<file path="src/rtl/spi_word_pkg.sv">
package spi_word_pkg;
  localparam int WORD_W = 24;
  localparam int BITS_W = $clog2(WORD_W + 1);

  // Number of payload bits for a word-length select code
  function automatic logic [BITS_W-1:0] word_bits(input logic [1:0] sel);
    case (sel)
      2'd0:    return BITS_W'(8);
      2'd1:    return BITS_W'(16);
      default: return BITS_W'(24);
    endcase
  endfunction
endpackage

</file>
<file path="src/rtl/spi_in_sync.sv">
module spi_in_sync #(
  parameter int STAGES = 2
) (
  input  logic clk,
  input  logic rst,
  input  logic sclk,
  input  logic ss_n,
  input  logic mosi,
  output logic sclk_rise,
  output logic sclk_fall,
  output logic ss_act,
  output logic ss_fall,
  output logic ss_rise,
  output logic mosi_s
);
  // Chains carry one extra tap so that edges can be detected
  logic [STAGES:0]   sck_q;
  logic [STAGES:0]   ss_q;
  logic [STAGES-1:0] mo_q;

  always_ff @(posedge clk) begin
    if (rst) begin
      sck_q <= '0;
      ss_q  <= '1;
      mo_q  <= '0;
    end else begin
      sck_q <= {sck_q[STAGES-1:0], sclk};
      ss_q  <= {ss_q[STAGES-1:0], ss_n};
      mo_q  <= {mo_q[STAGES-2:0], mosi};
    end
  end

  assign sclk_rise = sck_q[STAGES-1] & ~sck_q[STAGES];
  assign sclk_fall = ~sck_q[STAGES-1] & sck_q[STAGES];
  assign ss_act    = ~ss_q[STAGES-1];
  assign ss_fall   = ~ss_q[STAGES-1] & ss_q[STAGES];
  assign ss_rise   = ss_q[STAGES-1] & ~ss_q[STAGES];
  assign mosi_s    = mo_q[STAGES-1];
endmodule

</file>
<file path="src/rtl/spi_shift_core.sv">
module spi_shift_core
  import spi_word_pkg::*;
(
  input  logic              clk,
  input  logic              rst,
  input  logic              rise,
  input  logic              fall,
  input  logic              ss_act,
  input  logic              ss_fall,
  input  logic              ss_rise,
  input  logic              mosi_s,
  input  logic [BITS_W-1:0] nbits,
  input  logic [WORD_W-1:0] load_word,
  output logic              take,
  output logic              done,
  output logic              berr,
  output logic [WORD_W-1:0] rx_word,
  output logic              miso
);
  localparam logic [BITS_W-1:0] C1   = BITS_W'(1);
  localparam logic [WORD_W-1:0] ONE  = WORD_W'(1);
  localparam logic [BITS_W-1:0] FULL = BITS_W'(WORD_W);

  logic [BITS_W-1:0] cnt;
  logic [WORD_W-1:0] rx_sh, tx_sh, aligned, mask;
  logic              skip;
  logic              last;

  assign last    = (cnt == nbits - C1);
  assign done    = rise & ss_act & last;
  assign take    = ss_fall | done;
  assign berr    = ss_rise & (cnt != '0);
  assign mask    = (ONE << nbits) - ONE;
  assign rx_word = {rx_sh[WORD_W-2:0], mosi_s} & mask;
  // Left-align the outgoing word so the shifter's top bit is always the next bit
  assign aligned = load_word << (FULL - nbits);
  assign miso    = tx_sh[WORD_W-1];

  always_ff @(posedge clk) begin
    if (rst) begin
      cnt   <= '0;
      rx_sh <= '0;
      tx_sh <= '0;
      skip  <= 1'b0;
    end else if (!ss_act) begin
      cnt  <= '0;
      skip <= 1'b0;
    end else if (ss_fall) begin
      tx_sh <= aligned;
      cnt   <= '0;
      skip  <= 1'b0;
    end else if (rise) begin
      rx_sh <= {rx_sh[WORD_W-2:0], mosi_s};
      if (last) begin
        cnt   <= '0;
        tx_sh <= aligned;
        skip  <= 1'b1;   // trailing falling edge of the finished word
      end else begin
        cnt <= cnt + C1;
      end
    end else if (fall) begin
      if (skip) skip  <= 1'b0;
      else      tx_sh <= {tx_sh[WORD_W-2:0], 1'b0};
    end
  end

  AST_CNT_RANGE: assert property (@(posedge clk) disable iff (rst)
    cnt < nbits);
  AST_SS_IDLE: assert property (@(posedge clk) disable iff (rst)
    !ss_act |=> cnt == '0);
endmodule

</file>
<file path="src/rtl/rx_word_fifo.sv">
module rx_word_fifo #(
  parameter int W     = 24,
  parameter int DEPTH = 10
) (
  input  logic                         clk,
  input  logic                         rst,
  input  logic                         push,
  input  logic [W-1:0]                 wdata,
  input  logic                         pop,
  output logic [W-1:0]                 rdata,
  output logic [$clog2(DEPTH+1)-1:0]   level,
  output logic                         full
);
  localparam int PTR_W = (DEPTH > 1) ? $clog2(DEPTH) : 1;
  localparam int LVL_W = $clog2(DEPTH + 1);
  localparam logic [PTR_W-1:0] PMAX = PTR_W'(DEPTH - 1);
  localparam logic [PTR_W-1:0] P1   = PTR_W'(1);
  localparam logic [LVL_W-1:0] L1   = LVL_W'(1);

  logic [W-1:0]     mem [DEPTH];
  logic [PTR_W-1:0] wp, rp;
  logic             do_wr, do_rd;

  assign full  = (level == LVL_W'(DEPTH));
  assign do_wr = push & ~full;
  assign do_rd = pop & (level != '0);

  // Storage without reset so block RAM can be inferred
  always_ff @(posedge clk) begin
    if (do_wr) mem[wp] <= wdata;
  end

  always_ff @(posedge clk) begin
    if (rst) begin
      rdata <= '0;
    end else if (do_rd) begin
      rdata <= mem[rp];
    end
  end

  always_ff @(posedge clk) begin
    if (rst) begin
      wp    <= '0;
      rp    <= '0;
      level <= '0;
    end else begin
      if (do_wr) wp <= (wp == PMAX) ? '0 : wp + P1;
      if (do_rd) rp <= (rp == PMAX) ? '0 : rp + P1;
      case ({do_wr, do_rd})
        2'b10:   level <= level + L1;
        2'b01:   level <= level - L1;
        default: level <= level;
      endcase
    end
  end

  AST_NO_OVERFLOW: assert property (@(posedge clk) disable iff (rst)
    (full && push && !pop) |=> full);
  AST_EMPTY_READ: assert property (@(posedge clk) disable iff (rst)
    (level == '0 && pop && !push) |=> level == '0);
endmodule

</file>
<file path="src/rtl/spi_word_slave.sv">
module spi_word_slave
  import spi_word_pkg::*;
#(
  parameter int DEPTH = 10
) (
  input  logic                         clk,
  input  logic                         rst,
  input  logic                         sclk,
  input  logic                         ss_n,
  input  logic                         mosi,
  output logic                         miso,
  input  logic [1:0]                   wlen,
  input  logic [$clog2(DEPTH+1)-1:0]   rx_thr,
  input  logic [WORD_W-1:0]            tx_data,
  input  logic                         tx_wr,
  input  logic                         rx_rd,
  output logic [WORD_W-1:0]            rx_data,
  output logic [$clog2(DEPTH+1)-1:0]   rx_level,
  output logic                         rx_req,
  output logic                         tx_req,
  output logic                         ovr_req,
  output logic                         berr_req,
  input  logic                         err_clr
);
  localparam int LVL_W = $clog2(DEPTH + 1);

  logic sclk_rise, sclk_fall, ss_act, ss_fall, ss_rise, mosi_s;
  logic take, done, berr, fifo_full;
  logic [WORD_W-1:0] rx_word, hold, last_word, load_word;
  logic              hold_full, hold_full_nx;
  logic [LVL_W-1:0]  thr_eff;

  spi_in_sync #(.STAGES(2)) u_sync (
    .clk(clk), .rst(rst), .sclk(sclk), .ss_n(ss_n), .mosi(mosi),
    .sclk_rise(sclk_rise), .sclk_fall(sclk_fall), .ss_act(ss_act),
    .ss_fall(ss_fall), .ss_rise(ss_rise), .mosi_s(mosi_s)
  );

  assign load_word = hold_full ? hold : last_word;

  spi_shift_core u_core (
    .clk(clk), .rst(rst), .rise(sclk_rise), .fall(sclk_fall),
    .ss_act(ss_act), .ss_fall(ss_fall), .ss_rise(ss_rise), .mosi_s(mosi_s),
    .nbits(word_bits(wlen)), .load_word(load_word),
    .take(take), .done(done), .berr(berr), .rx_word(rx_word), .miso(miso)
  );

  rx_word_fifo #(.W(WORD_W), .DEPTH(DEPTH)) u_fifo (
    .clk(clk), .rst(rst), .push(done), .wdata(rx_word), .pop(rx_rd),
    .rdata(rx_data), .level(rx_level), .full(fifo_full)
  );

  // A write in the same cycle as a load refills the register after the load
  always_comb begin
    hold_full_nx = hold_full;
    if (take)  hold_full_nx = 1'b0;
    if (tx_wr) hold_full_nx = 1'b1;
  end

  always_comb begin
    if (rx_thr == '0)                     thr_eff = LVL_W'(1);
    else if (rx_thr > LVL_W'(DEPTH))      thr_eff = LVL_W'(DEPTH);
    else                                  thr_eff = rx_thr;
  end

  always_ff @(posedge clk) begin
    if (rst) begin
      hold      <= '0;
      hold_full <= 1'b0;
      last_word <= '0;
      tx_req    <= 1'b1;
      rx_req    <= 1'b0;
      ovr_req   <= 1'b0;
      berr_req  <= 1'b0;
    end else begin
      if (take)  last_word <= load_word;
      if (tx_wr) hold      <= tx_data;
      hold_full <= hold_full_nx;
      tx_req    <= ~hold_full_nx;
      rx_req    <= (rx_level >= thr_eff);
      if (done && fifo_full) ovr_req  <= 1'b1;
      else if (err_clr)      ovr_req  <= 1'b0;
      if (berr)              berr_req <= 1'b1;
      else if (err_clr)      berr_req <= 1'b0;
    end
  end

  AST_OVR_STICKY: assert property (@(posedge clk) disable iff (rst)
    (ovr_req && !err_clr) |=> ovr_req);
  AST_BERR_STICKY: assert property (@(posedge clk) disable iff (rst)
    (berr_req && !err_clr) |=> berr_req);
  AST_TX_FILL: assert property (@(posedge clk) disable iff (rst)
    tx_wr |=> !tx_req);
endmodule

</file>
<file path="config.mk">
export PLATFORM = sky130hd
export DESIGN_NAME = spi_word_slave
export DESIGN_NICKNAME = d
export VERILOG_FILES = /design/src/rtl/spi_word_pkg.sv /design/src/rtl/spi_in_sync.sv /design/src/rtl/spi_shift_core.sv /design/src/rtl/rx_word_fifo.sv /design/src/rtl/spi_word_slave.sv
export SDC_FILE = /design/constraint.sdc
export NUM_CORES = 1
export LEC_CHECK = 0
export ABC_AREA = 1
export BUFFER_PORTS_ARGS = -buffer_cell sky130_fd_sc_hd__buf_2
export CAP_MARGIN = 20
export CORE_UTILIZATION = 55
export DETAILED_ROUTE_END_ITERATION = 8
export GPL_ROUTABILITY_DRIVEN = 0
export PLACE_DENSITY = 0.72
export RECOVER_POWER = 25
export SYNTH_ARGS = -nofsm -noshare
export SYNTH_HDL_FRONTEND = slang
export SYNTH_HIERARCHICAL = 1
export SYNTH_SLANG_ARGS = --single-unit
</file>
<file path="constraint.sdc">
create_clock -name clk -period 8.36 [get_ports clk]
set_input_delay 2.09 -clock clk [delete_from_list [all_inputs] [get_ports clk]]
set_output_delay 2.09 -clock clk [all_outputs]
set_load 0.005 [all_outputs]
</file>
==> results.rst <==
.. list-table::
   :header-rows: 1

   * - Metric
     - Value
   * - Die height
     - between 150 and 200 microns
   * - Number of global-route vias before repair
     - roughly 14,000
   * - End of the worst hold path
     - u_sync/mo_q[1]
   * - Critical path data arrival time
     - between 6000 and 7000 ps
   * - Violated checks
     - capacitance limit, slew limit
   * - Horizontal die dimension
     - 186 microns
   * - Kind of end point of the critical path
     - register
   * - Maximum buffer depth of the clock tree
     - 3
   * - Layout area overhead
     - 9.51%
   * - CP Launch Type
     - primary input
   * - Final setup violation count
     - 0
   * - Leakage power summed over all cells
     - 8.72 nW
   * - Dpl cells
     - between 2,000 and 3,000
   * - Top Ports
     - about 70
   * - Post-route ant nets
     - 0
   * - Global-route usage over all layers
     - roughly 26%
   * - Non-Filler Instances
     - between 2,000 and 3,000
   * - Number of sinks on the clock net
     - 390
   * - Shortest clock period the worst path allows after layout
     - between 5000 and 6000 ps
   * - Depth of the worst hold-timing path
     - 2
   * - # H-tree levels
     - 2
   * - Most prevalent standard cell on the critical path
     - clkbuf_1
   * - Number of standard-cell rows in the floorplan
     - 66
   * - Internal power contribution
     - approximately 3.5 mW
   * - Post-synthesis register bit count
     - between 300 and 400
   * - Core region area
     - 32,900 sq um
   * - Worst R2R Path Depth
     - 12
   * - CTS Root Cell
     - clkbuf_16
   * - Finished layout cell area
     - around 20,000 sq um
   * - Critical path cell sequence
     - buf_2 -> clkbuf_1 -> inv_1 -> clkbuf_1 -> o21ai_0 -> a21oi_1
   * - Clock skew
     - between 15 and 20 ps
   * - Layout cell share with drive strength beyond 1
     - 9.41%
   * - Clock share of power
     - a little over a third
   * - Launch point of the critical path
     - rst
   * - Required time at the worst-slack endpoint
     - slightly below 9000 ps
   * - Average wire length per cell after detail routing
     - 16.2 microns
   * - Vias
     - around 15,000
   * - Post-route setup TNS
     - 0 ps
   * - DRC violation count after routing
     - 0
   * - Largest voltage drop on the vdd net
     - 0.205 mV
   * - Slew at the pin with the worst max-slew slack
     - 2820 ps
   * - Number of antenna violations at the first check in global routing
     - 0
   * - Number of distinct library cells after synthesis
     - between 40 and 50
   * - FF-to-FF setup slack
     - between 5000 and 6000 ps
   * - Cells after Synth
     - 2,189
   * - Upper clock frequency limit
     - between 0.15 and 0.2 GHz
   * - Capture point of the worst reg-to-reg path
     - u_fifo/level[3]
   * - Cell area after synthesis
     - ~19,000 sq um
   * - Largest net degree at the start of global routing
     - 87
   * - Cell area after placement
     - about 19,000 sq um
   * - Type of the worst min-delay path
     - register to register
   * - Leading cell type in the layout, fill and taps excluded
     - nand2_1
   * - Number of gates resized after cts
     - 0
   * - Power dissipated by switching net loads
     - roughly 1.6 mW
   * - Worst min-delay path startpoint
     - u_sync/mo_q[0]
   * - Number of flops mapped to enable cells by yosys
     - 240
   * - CTS tree
     - done
   * - Clock latency on the worst-skew pair
     - between 500 and 600 ps
   * - Number of DRC violations after detailed-routing iteration 0
     - approximately 1,200
   * - Setup repair after global routing missed its margin
     - no
   * - CTS Hold Buffers Added
     - 0
   * - Die outline area
     - 34,500 sq um
   * - Register clock-pin slew on the reported worst setup and hold paths
     - ~60 ps
   * - Total gr overflow
     - 0
   * - Post-CTS setup buffer count
     - 0
   * - Starting density of the core
     - around 57%
   * - Final Max Slew Viols
     - 60
   * - Num CTS Buffers
     - 42
   * - Count of buffers from port buffering
     - 70
   * - Post-synth ARST share
     - 0%
   * - Pwr dens
     - 249 nW/um^2
   * - Total inserted antenna cells
     - 0
   * - Ratio of routed vias to standard cells
     - between 5 and 6
   * - Launching point of the worst reg2reg path
     - u_fifo/level[1]
   * - Sequential cell fraction of total power
     - 43.2%
   * - Final Routed Wirelength
     - 43.5 mm
   * - Pre-antenna DRT Iters
     - 5
   * - Final HPWL from detailed placement
     - 27.3 mm
   * - Setup CP Type
     - primary input to register
   * - Portion of the post-synthesis area used by sequential elements
     - a little over half
   * - Share of the cycle needed by the critical path after routing
     - between 60% and 70%
   * - Dominant synthesized flop cell
     - edfxtp_1
   * - Post-layout net count
     - ~2,300
   * - Peak fanout along the critical path
     - 59
   * - Net switching share of the total power
     - 31.3%
   * - Library cell contributing the largest single delay on the critical path
     - clkbuf_1
   * - Power share of the combinational group
     - a little over a fifth
   * - Remaining max-slew budget at the tightest pin
     - -87.9%
   * - Result of the run
     - finished, violations left
   * - Max-Cap Viols
     - 1
   * - Avg Inst Size Synth
     - between 8 and 9 sq um
   * - Wire length of the first global-routing pass
     - ~70 mm
   * - Delay of the slowest cell on the worst path
     - between 1500 and 2000 ps
   * - Top library cells by usage in the layout, fill and taps aside
     - 495 x nand2_1, 268 x nand3_1, 241 x nor2_1, 240 x edfxtp_1, 236 x inv_1
   * - Endpoints failing hold
     - 0
   * - Total number of yosys warnings
     - 6
[cells by family after synthesis]
group | count (synthesis) | share of synthesized area, %
simple gates | 1089 | 25.5
flops | 390 | 54.9
compound gates | 311 | 8.85
xor+xnor | 11 | 0.518
other cells | 1 | 0.0202
buf+inv | 368 | 8.86
fa+ha+maj | 19 | 1.31
[power by group through the flow]
stage                     registers (mW)  clock network, mW  logic [mW]
after floorplan                     2.19                  0       0.860
after CTS                           2.19               1.82        1.09
after global routing                2.20               1.89        1.23
final                               2.19               1.79        1.09
after global placement              2.23                  0        1.06
after detailed placement            2.23                  0        1.09
[how the worst max path moves through the flow]
stage	endpoint	slack, ps
after CTS	u_fifo/level[3]	3970
after floorplan	u_fifo/mem[9][0]	3080
after detailed placement	u_fifo/level[3]	3410
after global routing	u_fifo/rdata[13]	2230
final	u_fifo/rdata[13]	2560
after global placement	u_fifo/mem[2][17]	2980
[synth_stat cells (3+ instances only)]
master	n	area, sq um
a21oi_1	115	576
nor3_1	16	80.1
buf_4	12	90.1
nor2_1	250	938
inv_1	235	882
o211ai_1	22	165
buf_6	19	214
nand2_4	4	45.0
xor2_1	6	52.6
buf_1	5	18.8
nand4_1	5	31.3
o21ai_0	141	706
buf_2	45	225
edfxtp_1	240	7210
xnor2_1	5	43.8
inv_2	15	56.3
nor2_4	4	45.0
dfxtp_1	150	3000
nor2_8	3	60.1
ha_1	17	213
nand2_1	494	1850
nand2_2	18	113
o21ai_1	20	100
nand3b_1	5	37.5
nor2_2	8	50.1
clkbuf_1	32	120
o21ai_2	5	43.8
nand3_2	8	80.1
or2_2	3	18.8
nand3_1	267	1340
[worst max-delay path, delay by kind of cell]
kind | cells | cell delay [ps]
AOI/OAI and AO/OA | 2 | 300
buffers and inverters | 4 | 3760
[per-stage QoR]
step / utilization, % / hold slack (ps) / power [mW] / setup WS [ps]
after floorplan: - / 386 / 3.05 / 3080
after detailed placement: 58.0 / 397 / 3.32 / 3410
after global routing: 61.9 / 431 / 5.32 / 2230
final: 61.9 / 408 / 5.08 / 2560
after global placement: 57.8 / 397 / 3.29 / 2980
after CTS: 62.1 / 409 / 5.10 / 3970
[routing by layer]
metal,part of all wire (%),up-vias,global-route usage (%)
met5,0,-,0
met4,2.3,0,7.15
met3,6.1,80,3.19
met2,49,453,45.0
met1,43,6928,33.5
li1,-,7221,-
[final cells by class]
cell class              instances  area (sq um)
multi-input cells            1439          6770
fillers                      2808         12500
flip-flops and latches        390         10200
clock buffers                  58          1170
repair buffers                 92           527
inverters                     254           960
well taps                     442           553
clock inverters                19           159
[registers in the layout, indices dropped and copies added, names as in the netlist, 2 cells and up]
register      flops
u_fifo/level      4
u_fifo/wp         4
u_sync/sck_q      3
u_fifo/mem      240
hold             24
last_word        24
u_core/rx_sh     23
u_core/cnt        5
u_sync/mo_q       2
u_fifo/rp         4
u_sync/ss_q       3
u_fifo/rdata     24
u_core/tx_sh     24
(Power assumes the default switching activity.)
